==> src/rtl/brev_pkg.sv <==
package brev_pkg;
    typedef enum logic [2:0] {
        AM_PLAIN   = 3'd0,
        AM_POSTDEC = 3'd1,
        AM_POSTINC = 3'd2,
        AM_PREDEC  = 3'd3,
        AM_PREINC  = 3'd4
    } amode_e;
endpackage

==> src/rtl/brev_qualify.sv <==
module brev_qualify #(
    parameter int SELW   = 4,
    parameter int SP_IDX = 15
) (
    input  logic            en,
    input  logic [SELW-1:0] sel,
    input  logic [2:0]      mode,
    input  logic            is_write,
    input  logic            is_byte,
    output logic            active
);
    import brev_pkg::*;
    logic mode_ok;
    logic sel_ok;

    always_comb begin
        mode_ok = (mode == AM_POSTINC) || (mode == AM_PREINC);
        sel_ok  = (sel != SELW'(SP_IDX));
        active  = en && sel_ok && mode_ok && is_write && !is_byte;
    end
endmodule

==> src/rtl/brev_rcadd.sv <==
module brev_rcadd #(
    parameter int IW = 15
) (
    input  logic [IW-1:0] a,
    input  logic [IW-1:0] b,
    output logic [IW-1:0] sum
);
    logic [IW-1:0] a_r;
    logic [IW-1:0] b_r;
    logic [IW-1:0] s_r;

    // mirror operands, add with ordinary carry, mirror back
    for (genvar i = 0; i < IW; i++) begin : g_mirror
        assign a_r[i] = a[IW-1-i];
        assign b_r[i] = b[IW-1-i];
        assign sum[i] = s_r[IW-1-i];
    end

    assign s_r = a_r + b_r;
endmodule

==> src/rtl/norm_agen.sv <==
module norm_agen #(
    parameter int AW = 16
) (
    input  logic [AW-1:0] ptr,
    input  logic [2:0]    mode,
    input  logic          is_byte,
    output logic [AW-1:0] ea,
    output logic [AW-1:0] nxt
);
    import brev_pkg::*;
    logic [AW-1:0] step;
    logic [AW-1:0] up;
    logic [AW-1:0] dn;

    always_comb begin
        step = is_byte ? AW'(1) : AW'(2);
        up   = ptr + step;
        dn   = ptr - step;
        ea   = ptr;
        nxt  = ptr;
        case (mode)
            AM_POSTINC: nxt = up;
            AM_POSTDEC: nxt = dn;
            AM_PREINC: begin
                ea  = up;
                nxt = up;
            end
            AM_PREDEC: begin
                ea  = dn;
                nxt = dn;
            end
            default: begin
                ea  = ptr;
                nxt = ptr;
            end
        endcase
    end
endmodule

==> src/rtl/brev_agen.sv <==
module brev_agen #(
    parameter int AW     = 16,
    parameter int SELW   = 4,
    parameter int SP_IDX = 15,
    localparam int IW    = AW - 1
) (
    input  logic            clk,
    input  logic            rst_n,
    input  logic            req_valid,
    input  logic            rev_en,
    input  logic [SELW-1:0] ptr_sel,
    input  logic [IW-1:0]   pivot,
    input  logic [AW-1:0]   ptr_in,
    input  logic [2:0]      mode,
    input  logic            is_write,
    input  logic            is_byte,
    output logic            out_valid,
    output logic [AW-1:0]   eff_addr,
    output logic [AW-1:0]   ptr_next,
    output logic            rev_used
);
    import brev_pkg::*;

    typedef struct packed {
        logic          vld;
        logic [AW-1:0] ea;
        logic [AW-1:0] nxt;
        logic          used;
    } res_t;

    res_t r_d;
    res_t r_q;

    logic          rev_act;
    logic [IW-1:0] rev_sum;
    logic [AW-1:0] n_ea;
    logic [AW-1:0] n_nxt;

    brev_qualify #(.SELW(SELW), .SP_IDX(SP_IDX)) u_qual (
        .en       (rev_en),
        .sel      (ptr_sel),
        .mode     (mode),
        .is_write (is_write),
        .is_byte  (is_byte),
        .active   (rev_act)
    );

    brev_rcadd #(.IW(IW)) u_rcadd (
        .a   (ptr_in[AW-1:1]),
        .b   (pivot),
        .sum (rev_sum)
    );

    norm_agen #(.AW(AW)) u_norm (
        .ptr     (ptr_in),
        .mode    (mode),
        .is_byte (is_byte),
        .ea      (n_ea),
        .nxt     (n_nxt)
    );

    always_comb begin
        r_d     = r_q;
        r_d.vld = req_valid;
        if (req_valid) begin
            if (rev_act) begin
                r_d.used = 1'b1;
                r_d.nxt  = {rev_sum, 1'b0};
                r_d.ea   = (mode == AM_PREINC) ? {rev_sum, 1'b0}
                                               : {ptr_in[AW-1:1], 1'b0};
            end else begin
                r_d.used = 1'b0;
                r_d.nxt  = n_nxt;
                r_d.ea   = n_ea;
            end
        end
    end

    always_ff @(posedge clk) begin
        if (!rst_n) r_q <= '0;
        else        r_q <= r_d;
    end

    assign out_valid = r_q.vld;
    assign eff_addr  = r_q.ea;
    assign ptr_next  = r_q.nxt;
    assign rev_used  = r_q.used;
endmodule


==> config.mk <==
export PLATFORM = sky130hd
export DESIGN_NAME = brev_agen
export DESIGN_NICKNAME = d
export VERILOG_FILES = /design/src/rtl/brev_pkg.sv /design/src/rtl/brev_qualify.sv /design/src/rtl/brev_rcadd.sv /design/src/rtl/norm_agen.sv /design/src/rtl/brev_agen.sv
export SDC_FILE = /design/constraint.sdc
export NUM_CORES = 1
export LEC_CHECK = 0
export BUFFER_PORTS_ARGS = -buffer_cell sky130_fd_sc_hd__buf_4
export CAP_MARGIN = 10
export CORE_UTILIZATION = 25
export CTS_CLUSTER_SIZE = 10
export DETAILED_ROUTE_END_ITERATION = 10
export PLACE_DENSITY = 0.5
export SLEW_MARGIN = 20
export SYNTH_ARGS = -nofsm -noshare
export SYNTH_HDL_FRONTEND = slang
export SYNTH_HIERARCHICAL = 1
export SYNTH_SLANG_ARGS = --single-unit
export TNS_END_PERCENT = 30
==> constraint.sdc <==
create_clock -name clk -period 6.2 [get_ports clk]
set_input_delay 0.31 -clock clk [delete_from_list [all_inputs] [get_ports clk]]
set_output_delay 0.31 -clock clk [all_outputs]
set_load 0.01 [all_outputs]
After elaboration in Yosys (flattened, before gate mapping):

Index checks and enable logic that the tools add are counted.

* logic and storage cells: 25
* bits in registers: 34
* output and inout port bits: 34
* input bits: 44

* $add $sub $neg: 3
* reductions and logical operators: 8
* equality and inequality tests: 5
* mux-type cells: 5

Operators with widths (count)
* case mux 16 bit (2 select lines): 2
* two-way mux 33 bit: 1
* adder 16 bit: 1
* two-way mux 16 bit: 1
* subtractor 16 bit: 1
* adder 15 bit: 1
* equality test 3 x 2 -> 1 bit, second input constant: 2
* logical AND 1 bit: 4
* != test 4 bit, second input constant: 1
* OR reduction 2 bit: 2
* equality test 3 x 1 -> 1 bit, second input constant: 1
* equality test 3 bit, second input constant: 1
* two-way mux 2 bit: 1
* zero test 1 bit: 1
* logical OR 1 bit: 1

Logic depth before layout (Yosys ltp):

Gate-level depths: netlist (run 1).

* depth in word-level cells: 6
* mapped depth: 12

Hierarchy:

The synthesis (run 1) kept the hierarchy.

Modules (own cells, without submodules)
* brev_agen: cells an instance 167, times used 1, area each 1614.0 um^2
* norm_agen: cells an instance 170, times used 1, area each 1116.1 um^2
* brev_rcadd: cells an instance 86, times used 1, area each 663.1 um^2
* brev_qualify: cells an instance 4, times used 1, area each 33.8 um^2

Least setup slack after synthesis (run 1):

No wires, ideal clock.

* path type: input-to-reg
* start point: input port ptr_in[0]
* end point: register r_q (netlist bit ptr_next[14])
* setup slack: 3.709 ns
* path buffers: 1
* stages: 12
* arrival time: 2.405 ns
* data required time: 6.114 ns
* library setup time: 0.086 ns
* path through: inv_1 > ha_1 > inv_1 > fa_1 > or3_1 > clkbuf_1 > nor4_1 > nor2_1 > nor3_1 > xor2_1 > mux2i_1 > a211oi_1

* word-level cells in the longest chain between the ends: 3

Ends and longest elaborated chain
* start: declaration: RTL line brev_agen.sv:13 `input logic [AW-1:0] ptr_in,`
* subtractor 16 bit / adder 16 bit (equally long branches): RTL line norm_agen.sv:18, norm_agen.sv:17
* case mux 16 bit (2 select lines) (*): RTL line norm_agen.sv:21 `case (mode)`
* net n_nxt[14]: RTL line brev_agen.sv:37 `logic [AW-1:0] n_nxt;`
* two-way mux 33 bit (*): RTL line brev_agen.sv:66 `if (rev_act) begin`
* end signal: assignment: RTL line brev_agen.sv:81 `else r_q <= r_d;`
* end: declaration: RTL line brev_agen.sv:32 `res_t r_q;`

The timed path passes the listed nets; every way through them passes the cells marked *.
A chain may end at the register's enable or synchronous reset.

Worst setup path in the final report (run 1):

Ends and elaborated chain as after synthesis.

==> metrics.md, run 1 <==
| Metric | Value |
|---|---|
| Maximum capacitance violations | `0` |
| Cell at the root of the clock tree | `clkbuf_16` |
| Top FF cell, synth | `dfxtp_1` |
| Post-Synthesis Cells | `427` |
| Fin nets | `548` |
| WHS Endpoint | `out_valid` |
| FF+latch count, synth | `34` |
| Synth Cell Area | `3427 µm²` |
| Sequential Area | `680.7 µm²` |
| Crit path DAT | `between 2 and 3 ns` |
| Num CTS Buffers | `5` |
| Crit path max-delay cell type | `or3_1` |
| H-tree depth | `2` |
| Clk sinks | `34` |
| Setup ws final | `3.650 ns` |
| Critical-path maximum fanout | `9` |
| Syn_nets | `493` |
| Hold Path Stages | `2` |
| Worst Path Required | `6.39 ns` |
| Area growth, synth to finish | `22.56%` |
| Cell taking the most area after synthesis | `dfxtp_1` |
| Hold wc startpoint | `rst_n` |
| Area of the multi-input gates | `2521 µm²` |
| RSZ-0062 raised after global routing | `false` |
| Die area | `14180 µm²` |
| Initial antenna violation count | `0` |
| Final wirelength | `11270 µm` |
| Reg-to-Reg End | `eff_addr[8]` |
| RR Startpoint | `eff_addr[8]` |
| Number of diodes | `0` |
| Fmax | `392.1 MHz` |
| Yosys cell types | `59` |
| Die span in x | `119.1 µm` |
| Vias/cell | `5.162` |
| Slack of the worst reg-to-reg path | `5.37 ns` |
| FFs w/ async S/R, synth | `0` |
| Placed Cells | `651` |
| # Post-CTS Setup Buffers | `0` |
| DR DRC count | `0` |
| Crit. Startpoint | `ptr_in[0]` |
| GR Overflow Total | `0` |
| 1st-pass router iterations | `4` |
| Worst setup SP type | `input port` |
| Status | `finished, final reports clean` |
| Reg clk slew, reported paths | `0.05 ns` |
| Largest cells by area after synthesis | `dfxtp_1 (20%), mux2i_1 (9.6%), ha_1 (6.9%)` |
| Synth top cells by count | `nor2_1 (46), dfxtp_1 (34), mux2i_1 (33), a21oi_1 (28)` |
| DRT iter0 DRCs | `280` |
| Final worst-path cycle share | `0.4114` |
| Setup TNS | `0 ns` |
| Vias in the first global route | `3503` |
| Place WS | `3.358 ns` |
| Deepest clock path buffer count | `2` |
| Max-slew violation count | `0` |
| Initial Util | `0.2578` |
| Worst-path cell chain | `buf_4 > inv_1 > ha_1 > inv_1 > fa_1 > or3_1 > nor4_1 > nor2_1 > nor3_1 > xor2_1 > mux2i_1 > a211oi_1` |
| Cts hold-fix bufs | `0` |
| Drt wl/cell | `about 17 µm` |
| Share of the synthesized area in the top cell type | `0.1986` |
| Worst clock skew | `0 ns` |
| FILL cells | `1462` |
| CTS tree | `built` |
| Global placer's final weighted congestion | `0.8442` |
| Number of enable flip-flop cells after synthesis | `0` |
| Final Instance Count excl. Fillers | `659` |
| Crit path top cell by count | `inv_1` |
| Share of layout cells above drive strength 1 | `0.2133` |
| WHS | `0.2829 ns` |
| Crit Path Category | `in -> reg` |
| Global-route wire length before repair | `roughly 18000 µm` |
| PwrDens | `roughly 180 nW/µm²` |
| CTS-repair resized insts | `0` |
| Leakage Power | `1.648 nW` |
| Worst reg-to-reg path cell count | `3` |
| Total core area | `13300 µm²` |
| Worst Hold Class | `in -> reg` |
| Die H | `119.1 µm` |
| Top-count cell post-synth | `nor2_1` |
| Synth Area per Inst | `8.026 µm²` |
| Seq/Total Area, Yosys | `0.1986` |
| Worst setup EP type | `flop` |
| Overall routing resource usage | `0.1630` |
| Yosys warns | `6` |
| DRT antenna net count | `0` |
| IR drop worst, VDD | `0.09588 mV` |
| Vias | `3402` |
| Slew @ Worst Pin | `0.9602 ns` |
| Rows | `42` |
| Min cycle time layout | `2.550 ns` |
| Largest net degree at the start of global routing | `a little over 50` |
| I/O Pins | `78` |
| DP Wirelength | `8299 µm` |
| I/O Buffers | `77` |
| Max stage delay on crit path | `approximately 0.48 ns` |
| Setup Viol. Count Final | `0` |
| Final core utilization | `0.3159` |
| Later-pin clock latency in the skew report | `0.28 ns` |
| Slew margin rel. | `0.3570` |
| Final Hold Fails | `0` |
per-layer routing:
layer / global-route usage / up-vias / routed length [µm]
met3: 0.03352 / 11 / 675
met2: 0.2743 / 97 / 5301
met1: 0.2080 / 1611 / 5160
met5: 0 / - / 0
met4: 0.04826 / 0 / 131
li1: - / 1683 / -
cells by family (layout without fill, tap and decap cells):
| group | after synthesis | in the layout | share of synthesized area |
|---|---|---|---|
| AO/OA/AOI/OAI | 113 | 113 | 0.2198 |
| XOR/XNOR | 38 | 38 | 0.09711 |
| adder cells (fa/ha/maj) | 22 | 22 | 0.08689 |
| buffers and inverters | 41 | 97 | 0.06572 |
| flip-flops | 34 | 34 | 0.1986 |
| multiplexers | 33 | 33 | 0.09639 |
| AND/OR/NAND/NOR | 146 | 146 | 0.2355 |
layout by cell type (no fill, tap or decap), types with 6 or more instances in the layout:
cell	instances
o21ai_1	6
nor4_1	12
a21oi_1	28
a211oi_1	16
xnor2_1	22
buf_4	79
nand4_1	6
mux2i_1	33
nand2_1	20
nand3_1	7
xor2_1	16
o22ai_1	22
dfxtp_1	34
inv_1	9
nor2_1	46
ha_1	19
a31oi_1	6
nor2b_1	17
where the power goes:
| group | internal, W | total, W | switching [W] |
|---|---|---|---|
| Clock | 0.000159 | 0.000255 | 0.0000961 |
| Sequential | 0.000234 | 0.000242 | 0.00000806 |
| Combinational | 0.000113 | 0.000259 | 0.000146 |
worst max-delay path, delay by kind of cell:
family	cells	cell delay, ns
AOI/OAI and AO/OA	1	0.22
and+or+nand+nor	4	1.15
muxes	1	0.08
adders and majority gates	2	0.55
buffers and inverters	3	0.26
xor gates and xnor gates	1	0.16
cell type report:
class,instances,share of cell area
Inverter,10,0.008937
Sequential cell,34,0.1620
Multi-Input combinational cell,352,0.6002
Tap cell,176,0.05243
Clock inverter,1,0.001192
Clock buffer,7,0.03396
Timing Repair Buffer,79,0.1412
sequential cells by signal, indices dropped and copies added, names as in the netlist:
name	cells
ptr_next	16
out_valid	1
rev_used	1
eff_addr	16
how the worst max path moves through the flow:
stage / end / slack [ns] / depth (start not counted)
detailed placement: ptr_next[14] / 3.36 / 12
floorplan: ptr_next[14] / 3.71 / 12
CTS: ptr_next[14] / 3.65 / 12
global route: ptr_next[14] / 3.46 / 12
finish: ptr_next[14] / 3.65 / 12
global placement: ptr_next[14] / 3.40 / 12
through the flow:
stage / cell area [µm²] / total power [W]
global placement: 4053 / 0.0005023
floorplan: 3427 / 0.0004127
CTS: 4200 / 0.0007670
global route: 4200 / 0.0008035
detailed placement: 4053 / 0.0005055
finish: 4200 / 0.0007567
No activity file was read; power rests on OpenSTA's default activity.
==> inputs of run 2 (changes only) <==
--- a/config.mk
+++ b/config.mk
@@ -10,7 +10,7 @@
 export CORE_UTILIZATION = 25
 export CTS_CLUSTER_SIZE = 10
 export DETAILED_ROUTE_END_ITERATION = 10
-export PLACE_DENSITY = 0.5
+export PLACE_DENSITY = 0.52
 export SLEW_MARGIN = 20
 export SYNTH_ARGS = -nofsm -noshare
 export SYNTH_HDL_FRONTEND = slang
==> constraint.sdc (replaced) <==
create_clock -name clk -period 2.3 [get_ports clk]
set_input_delay 0.115 -clock clk [delete_from_list [all_inputs] [get_ports clk]]
set_output_delay 0.115 -clock clk [all_outputs]
set_load 0.01 [all_outputs]
==> metrics.md, run 2 (same netlist as run 1, synthesis figures left out) <==
| Metric | Value |
|---|---|
| DRT antenna net count | `0 (unchanged)` |
| Placed Cells | `696 (was 651)` |
| DR DRC count | `0 (unchanged)` |
| Setup Viol. Count Final | `0 (unchanged)` |
| Clk sinks | `34 (unchanged)` |
| Largest net degree at the start of global routing | `34 (was 51)` |
| I/O Pins | `78 (unchanged)` |
| WHS | `0.07946 ns (was 0.2829 ns)` |
| Slew @ Worst Pin | `0.5520 ns (was 0.9602 ns)` |
| Fmax | `463.4 MHz` |
| Slew margin rel. | `0.6320 (was 0.3570)` |
| Reg-to-Reg End | `eff_addr[7] (was eff_addr[8])` |
| DP Wirelength | `8932 µm (was 8299 µm)` |
| Overall routing resource usage | `0.1666 (was 0.1630)` |
| Setup TNS | `0 ns (unchanged)` |
| Leading cell types in the layout, fill and taps excluded | `buf_4 (123), nor2_1 (46), dfxtp_1 (34) (was buf_4 (79), nor2_1 (46), dfxtp_1 (34))` |
| Number of diodes | `0 (unchanged)` |
| Share of layout cells above drive strength 1 | `0.2822 (was 0.2133)` |
| Fin nets | `593 (was 548)` |
| Final worst-path cycle share | `0.9382` |
| Deepest clock path buffer count | `2 (unchanged)` |
| Worst setup EP type | `flop (unchanged)` |
| Vias/cell | `5.018 (was 5.162)` |
| Hold Path Stages | `2 (unchanged)` |
| Vias in the first global route | `3526 (was 3503)` |
| GR Overflow Total | `0 (unchanged)` |
| Worst setup SP type | `input port (unchanged)` |
| DRT iter0 DRCs | `220 (was 280)` |
| Worst reg-to-reg path cell count | `3 (unchanged)` |
| Vias | `3533 (was 3402)` |
| Initial antenna violation count | `0 (unchanged)` |
| Final wirelength | `11620 µm (was 11270 µm)` |
| Final core utilization | `0.3431 (was 0.3159)` |
| Total core area | `13300 µm² (unchanged)` |
| H-tree depth | `2 (unchanged)` |
| Crit Path Category | `in -> reg (unchanged)` |
| Worst Hold Class | `in -> reg (unchanged)` |
| Leading cell type in the layout, fill and taps excluded | `buf_4 (unchanged)` |
| Die H | `119.1 µm (unchanged)` |
| Max-slew violation count | `0 (unchanged)` |
| Worst clock skew | `0 ns (unchanged)` |
| Initial Util | `0.2578 (unchanged)` |
| I/O Buffers | `77 (unchanged)` |
| Status | `finished, final reports clean (unchanged)` |
| Maximum capacitance violations | `0 (unchanged)` |
| # Post-CTS Setup Buffers | `0 (unchanged)` |
| Drt wl/cell | `16.51 µm (was 17.10 µm)` |
| Num CTS Buffers | `5 (unchanged)` |
| PwrDens | `464.0 nW/µm² (was 180.1 nW/µm²)` |
| Rows | `42 (unchanged)` |
| CTS tree | `built (unchanged)` |
| Hold wc startpoint | `rst_n (unchanged)` |
| Critical-path maximum fanout | `3 (was 9)` |
| Reg clk slew, reported paths | `0.06 ns (was 0.05 ns)` |
| Leakage Power | `1.868 nW (was 1.648 nW)` |
| Later-pin clock latency in the skew report | `0.28 ns (about the same)` |
| Cell at the root of the clock tree | `clkbuf_16 (unchanged)` |
| Worst Path Required | `2.49 ns (was 6.39 ns)` |
| Global placer's final weighted congestion | `0.8585 (was 0.8442)` |
| Global-route wire length before repair | `18620 µm (was 18310 µm)` |
| Final Hold Fails | `0 (unchanged)` |
| 1st-pass router iterations | `4 (unchanged)` |
| Total power | `0.002117 W (was 0.0007567 W)` |
| WHS Endpoint | `out_valid (unchanged)` |
| Slack of the worst reg-to-reg path | `1.47 ns (was 5.37 ns)` |
| Area growth, synth to finish | `33.11% (was 22.56%)` |
| Final Instance Count excl. Fillers | `704 (was 659)` |
| IR drop worst, VDD | `0.2872 mV (was 0.09588 mV)` |
| Crit path DAT | `2.35 ns (was 2.74 ns)` |
| Die span in x | `119.1 µm (unchanged)` |
| Min cycle time layout | `2.158 ns` |
| RR Startpoint | `eff_addr[7] (was eff_addr[8])` |
| Die area | `14180 µm² (unchanged)` |
| Crit. Startpoint | `ptr_in[0] (unchanged)` |
-- run 2: cell count changes in the layout (fill, tap and decap cells not counted), sizes merged --
cell and change:
buf +45
-- run 2: worst max-delay path, stage by stage --
cell and delay [ns]:
buf_4 0.11, inv_1 0.06, ha_1 0.14, inv_1 0.05, fa_1 0.39, or3_1 0.38, nor4_1 0.38, nor2_1 0.07
nor3_1 0.19, xor2_1 0.16, mux2i_1 0.08, a211oi_1 0.24
-- run 2: through the flow --
step | area [µm²] | setup WS [ns]
3_3_place_gp | 4403 | -0.1294
6_report | 4562 | 0.1422
5_1_grt | 4562 | -0.01565
2_1_floorplan | 3427 | 0.004257
3_5_place_dp | 4403 | -0.1691
4_1_cts | 4551 | 0.1506
-- run 2: timing repair --
action / in CTS / in global routing
gates resized for setup: 0 / 2
hold buffers: 0 / 0
endpoints found under the setup margin: 0 / 2
-- run 2: final cells by class --
cell class,count,area [µm²]
inverter,10,37.54
clock buffer,7,142.6
tap,176,220.2
clock inverter,1,5.005
fill,1428,8733
multi-input combinational,352,2532
sequential,34,680.7
timing repair buffer,124,943.4
-- run 2: per-layer routing --
metal  routed length (µm)  global-route usage  share of wire  up-vias
met4                  213             0.04984          0.018        0
met1                 5393              0.2183           0.46     1634
met5                    0                   0              0        -
met3                  704             0.02682          0.061       22
li1                     -                   -              -     1764
met2                 5312              0.2787           0.46      113
-- run 2: power by group --
group | internal (W) | switching [W]
registers | 0.000631 | 0.0000243
clock network | 0.000430 | 0.000260
logic | 0.000363 | 0.000409
total | 0.00142 | 0.000693
-- run 2: how the worst max path moves through the flow --
stage	endpoint	slack, ns	depth (start not counted)
final	ptr_next[14]	0.14	12
after global routing	ptr_next[10]	-0.02	13
after CTS	ptr_next[14]	0.15	12
after detailed placement	ptr_next[14]	-0.17	12
after global placement	ptr_next[14]	-0.13	12
after floorplan	ptr_next[14]	0.004	12
==> inputs of run 3 (changes only) <==
--- a/config.mk
+++ b/config.mk
@@ -7,10 +7,12 @@
 export LEC_CHECK = 0
 export BUFFER_PORTS_ARGS = -buffer_cell sky130_fd_sc_hd__buf_4
 export CAP_MARGIN = 10
+export CELL_PAD_IN_SITES_DETAIL_PLACEMENT = 0
+export CELL_PAD_IN_SITES_GLOBAL_PLACEMENT = 1
 export CORE_UTILIZATION = 25
 export CTS_CLUSTER_SIZE = 10
 export DETAILED_ROUTE_END_ITERATION = 10
-export PLACE_DENSITY = 0.52
+export PLACE_DENSITY = 0.64
 export SLEW_MARGIN = 20
 export SYNTH_ARGS = -nofsm -noshare
 export SYNTH_HDL_FRONTEND = slang
==> metrics.md, run 3 (same netlist as run 1, synthesis figures left out) <==
| Metric | Value |
|---|---|
| Global-route wire length before repair | `19260 µm (was 18620 µm)` |
| Worst setup EP type | `flop (unchanged)` |
| Fin nets | `596 (was 593)` |
| Die H | `119.1 µm (unchanged)` |
| H-tree depth | `2 (unchanged)` |
| Overall routing resource usage | `0.1704 (was 0.1666)` |
| Share of layout cells above drive strength 1 | `0.2900 (was 0.2822)` |
| Leading cell types in the layout, fill and taps excluded | `buf_4 (127), nor2_1 (45), dfxtp_1 (34) (was buf_4 (123), nor2_1 (46), dfxtp_1 (34))` |
| DP Wirelength | `8988 µm (was 8932 µm)` |
| Slack of the worst reg-to-reg path | `1.48 ns (was 1.47 ns)` |
| Total core area | `13300 µm² (unchanged)` |
| Critical-path maximum fanout | `3 (unchanged)` |
| RSZ-0062 raised after global routing | `true` |
| Final Instance Count excl. Fillers | `707 (was 704)` |
| Final core utilization | `0.3464 (was 0.3431)` |
| Rows | `42 (unchanged)` |
| Leakage Power | `1.897 nW (was 1.868 nW)` |
| Area growth, synth to finish | `34.39% (was 33.11%)` |
| 1st-pass router iterations | `4 (unchanged)` |
| Status | `finished, final reports clean (unchanged)` |
| Initial Util | `0.2578 (unchanged)` |
| Deepest clock path buffer count | `2 (unchanged)` |
| Num CTS Buffers | `5 (unchanged)` |
| Leading cell type in the layout, fill and taps excluded | `buf_4 (unchanged)` |
| Post-route cell area | `4606 µm² (was 4562 µm²)` |
| GR Overflow Total | `0 (unchanged)` |
| Placed inst area | `4413 µm² (was 4403 µm²)` |
| DRT iter0 DRCs | `223 (was 220)` |
| Worst Path Required | `2.49 ns (about the same)` |
| Global placer's final weighted congestion | `0.8744 (was 0.8585)` |
| I/O Buffers | `77 (unchanged)` |
| Number of diodes | `0 (unchanged)` |
| Vias in the first global route | `3607 (was 3526)` |
| Min cycle time layout | `2.178 ns (was 2.158 ns)` |
| Die area | `14180 µm² (unchanged)` |
| Final worst-path cycle share | `0.9471 (was 0.9382)` |
| Area of the multi-input gates | `2551 µm² (was 2532 µm²)` |
| RR Startpoint | `eff_addr[4] (was eff_addr[7])` |
| Hold wc startpoint | `rst_n (unchanged)` |
| Crit Path Category | `in -> reg (unchanged)` |
| Worst Hold Class | `in -> reg (unchanged)` |
| Worst clock skew | `0 ns (unchanged)` |
| Worst setup SP type | `input port (unchanged)` |
| Vias/cell | `5.058 (was 5.018)` |
| Cts hold-fix bufs | `0 (unchanged)` |
| Reg-to-Reg End | `eff_addr[4] (was eff_addr[7])` |
| Setup Viol. Count Final | `0 (unchanged)` |
| Slew margin rel. | `0.6118 (was 0.6320)` |
| Placed Cells | `699 (was 696)` |
| IR drop worst, VDD | `0.2042 mV (was 0.2872 mV)` |
| DR DRC count | `0 (unchanged)` |
| I/O Pins | `78 (unchanged)` |
| Drt wl/cell | `16.79 µm (was 16.51 µm)` |
| WHS Endpoint | `out_valid (unchanged)` |
| Largest net degree at the start of global routing | `34 (unchanged)` |
| Initial antenna violation count | `0 (unchanged)` |
| Crit path DAT | `2.37 ns (was 2.35 ns)` |
| Cell at the root of the clock tree | `clkbuf_16 (unchanged)` |
| Hold Path Stages | `2 (unchanged)` |
| Max-slew violation count | `0 (unchanged)` |
| Worst reg-to-reg path cell count | `3 (unchanged)` |
| WHS | `0.08486 ns (was 0.07946 ns)` |
| Maximum capacitance violations | `0 (unchanged)` |
| Final wirelength | `11870 µm (was 11620 µm)` |
| CTS tree | `built (unchanged)` |
| Die span in x | `119.1 µm (unchanged)` |
| Setup TNS | `0 ns (unchanged)` |
| Vias | `3576 (was 3533)` |
| Later-pin clock latency in the skew report | `0.28 ns (about the same)` |
| DRT antenna net count | `0 (unchanged)` |
| Clk sinks | `34 (unchanged)` |
| Fmax | `459.1 MHz (was 463.4 MHz)` |
| Sequential Area | `680.7 µm² (unchanged)` |
| PwrDens | `482.1 nW/µm² (was 464.0 nW/µm²)` |
| FILL cells | `1416 (was 1428)` |
| Final Hold Fails | `0 (unchanged)` |
| Slew @ Worst Pin | `0.5798 ns (was 0.5520 ns)` |
| Reg clk slew, reported paths | `0.05 ns (was 0.06 ns)` |
## run 3: changes by cell type in the layout (fill, tap and decap cells not counted), sizes merged
cell	change
buf	+3
bufinv	+1
clkinv	-1
## run 3: what timing repair did
action,CTS,global route
setup buffers,0,0
resized for setup,0,6
setup endpoints to repair,0,4
## run 3: worst max path at each step
| stage | start | end | slack [ns] | depth (start not counted) |
|---|---|---|---|---|
| 4_1_cts | ptr_in[15] | ptr_next[1] | 0.11 | 11 |
| 2_1_floorplan | ptr_in[0] | ptr_next[14] | 0.004 | 12 |
| 3_5_place_dp | ptr_in[15] | ptr_next[1] | -0.19 | 11 |
| 3_3_place_gp | ptr_in[15] | ptr_next[1] | -0.13 | 11 |
| 6_report | ptr_in[0] | ptr_next[14] | 0.12 | 12 |
| 5_1_grt | ptr_in[0] | ptr_next[14] | -0.1 | 12 |
## run 3: cell type report
type                    count  share of cell area
multi-input cells         352              0.5539
repair buffers            127              0.2070
flip-flops and latches     34              0.1478
well taps                 176             0.04781
clock buffers               7             0.02880
inverters                  10            0.008150
clock inverters             1            0.006520
## run 3: stage by stage
stage,worst slack [ns],power [W]
6_report,0.1217,0.002221
2_1_floorplan,0.004257,0.001113
4_1_cts,0.1054,0.002235
5_1_grt,-0.09913,0.002346
3_5_place_dp,-0.1905,0.001445
3_3_place_gp,-0.1301,0.001436
## run 3: routing by layer
layer,vias up,GRT usage,routed length [µm]
li1,1779,-,-
met1,1700,0.2284,5705
met2,91,0.2922,5597
met3,6,0.02490,464
met4,0,0.02532,105
met5,-,0,0
## run 3: where the power goes
group | total, W | internal [W] | switching [W]
clock network | 0.000785 | 0.000513 | 0.000272
logic | 0.000782 | 0.000368 | 0.000414
registers | 0.000653 | 0.000631 | 0.0000228
## run 3: worst max-delay path, cell delays in order
cell and delay (ns):
buf_4 0.11, inv_1 0.06, ha_1 0.13, inv_1 0.04, fa_1 0.40, or3_1 0.38, nor4_1 0.39, nor2_1 0.07
nor3_1 0.19, xor2_1 0.16, mux2i_1 0.08, a211oi_1 0.24
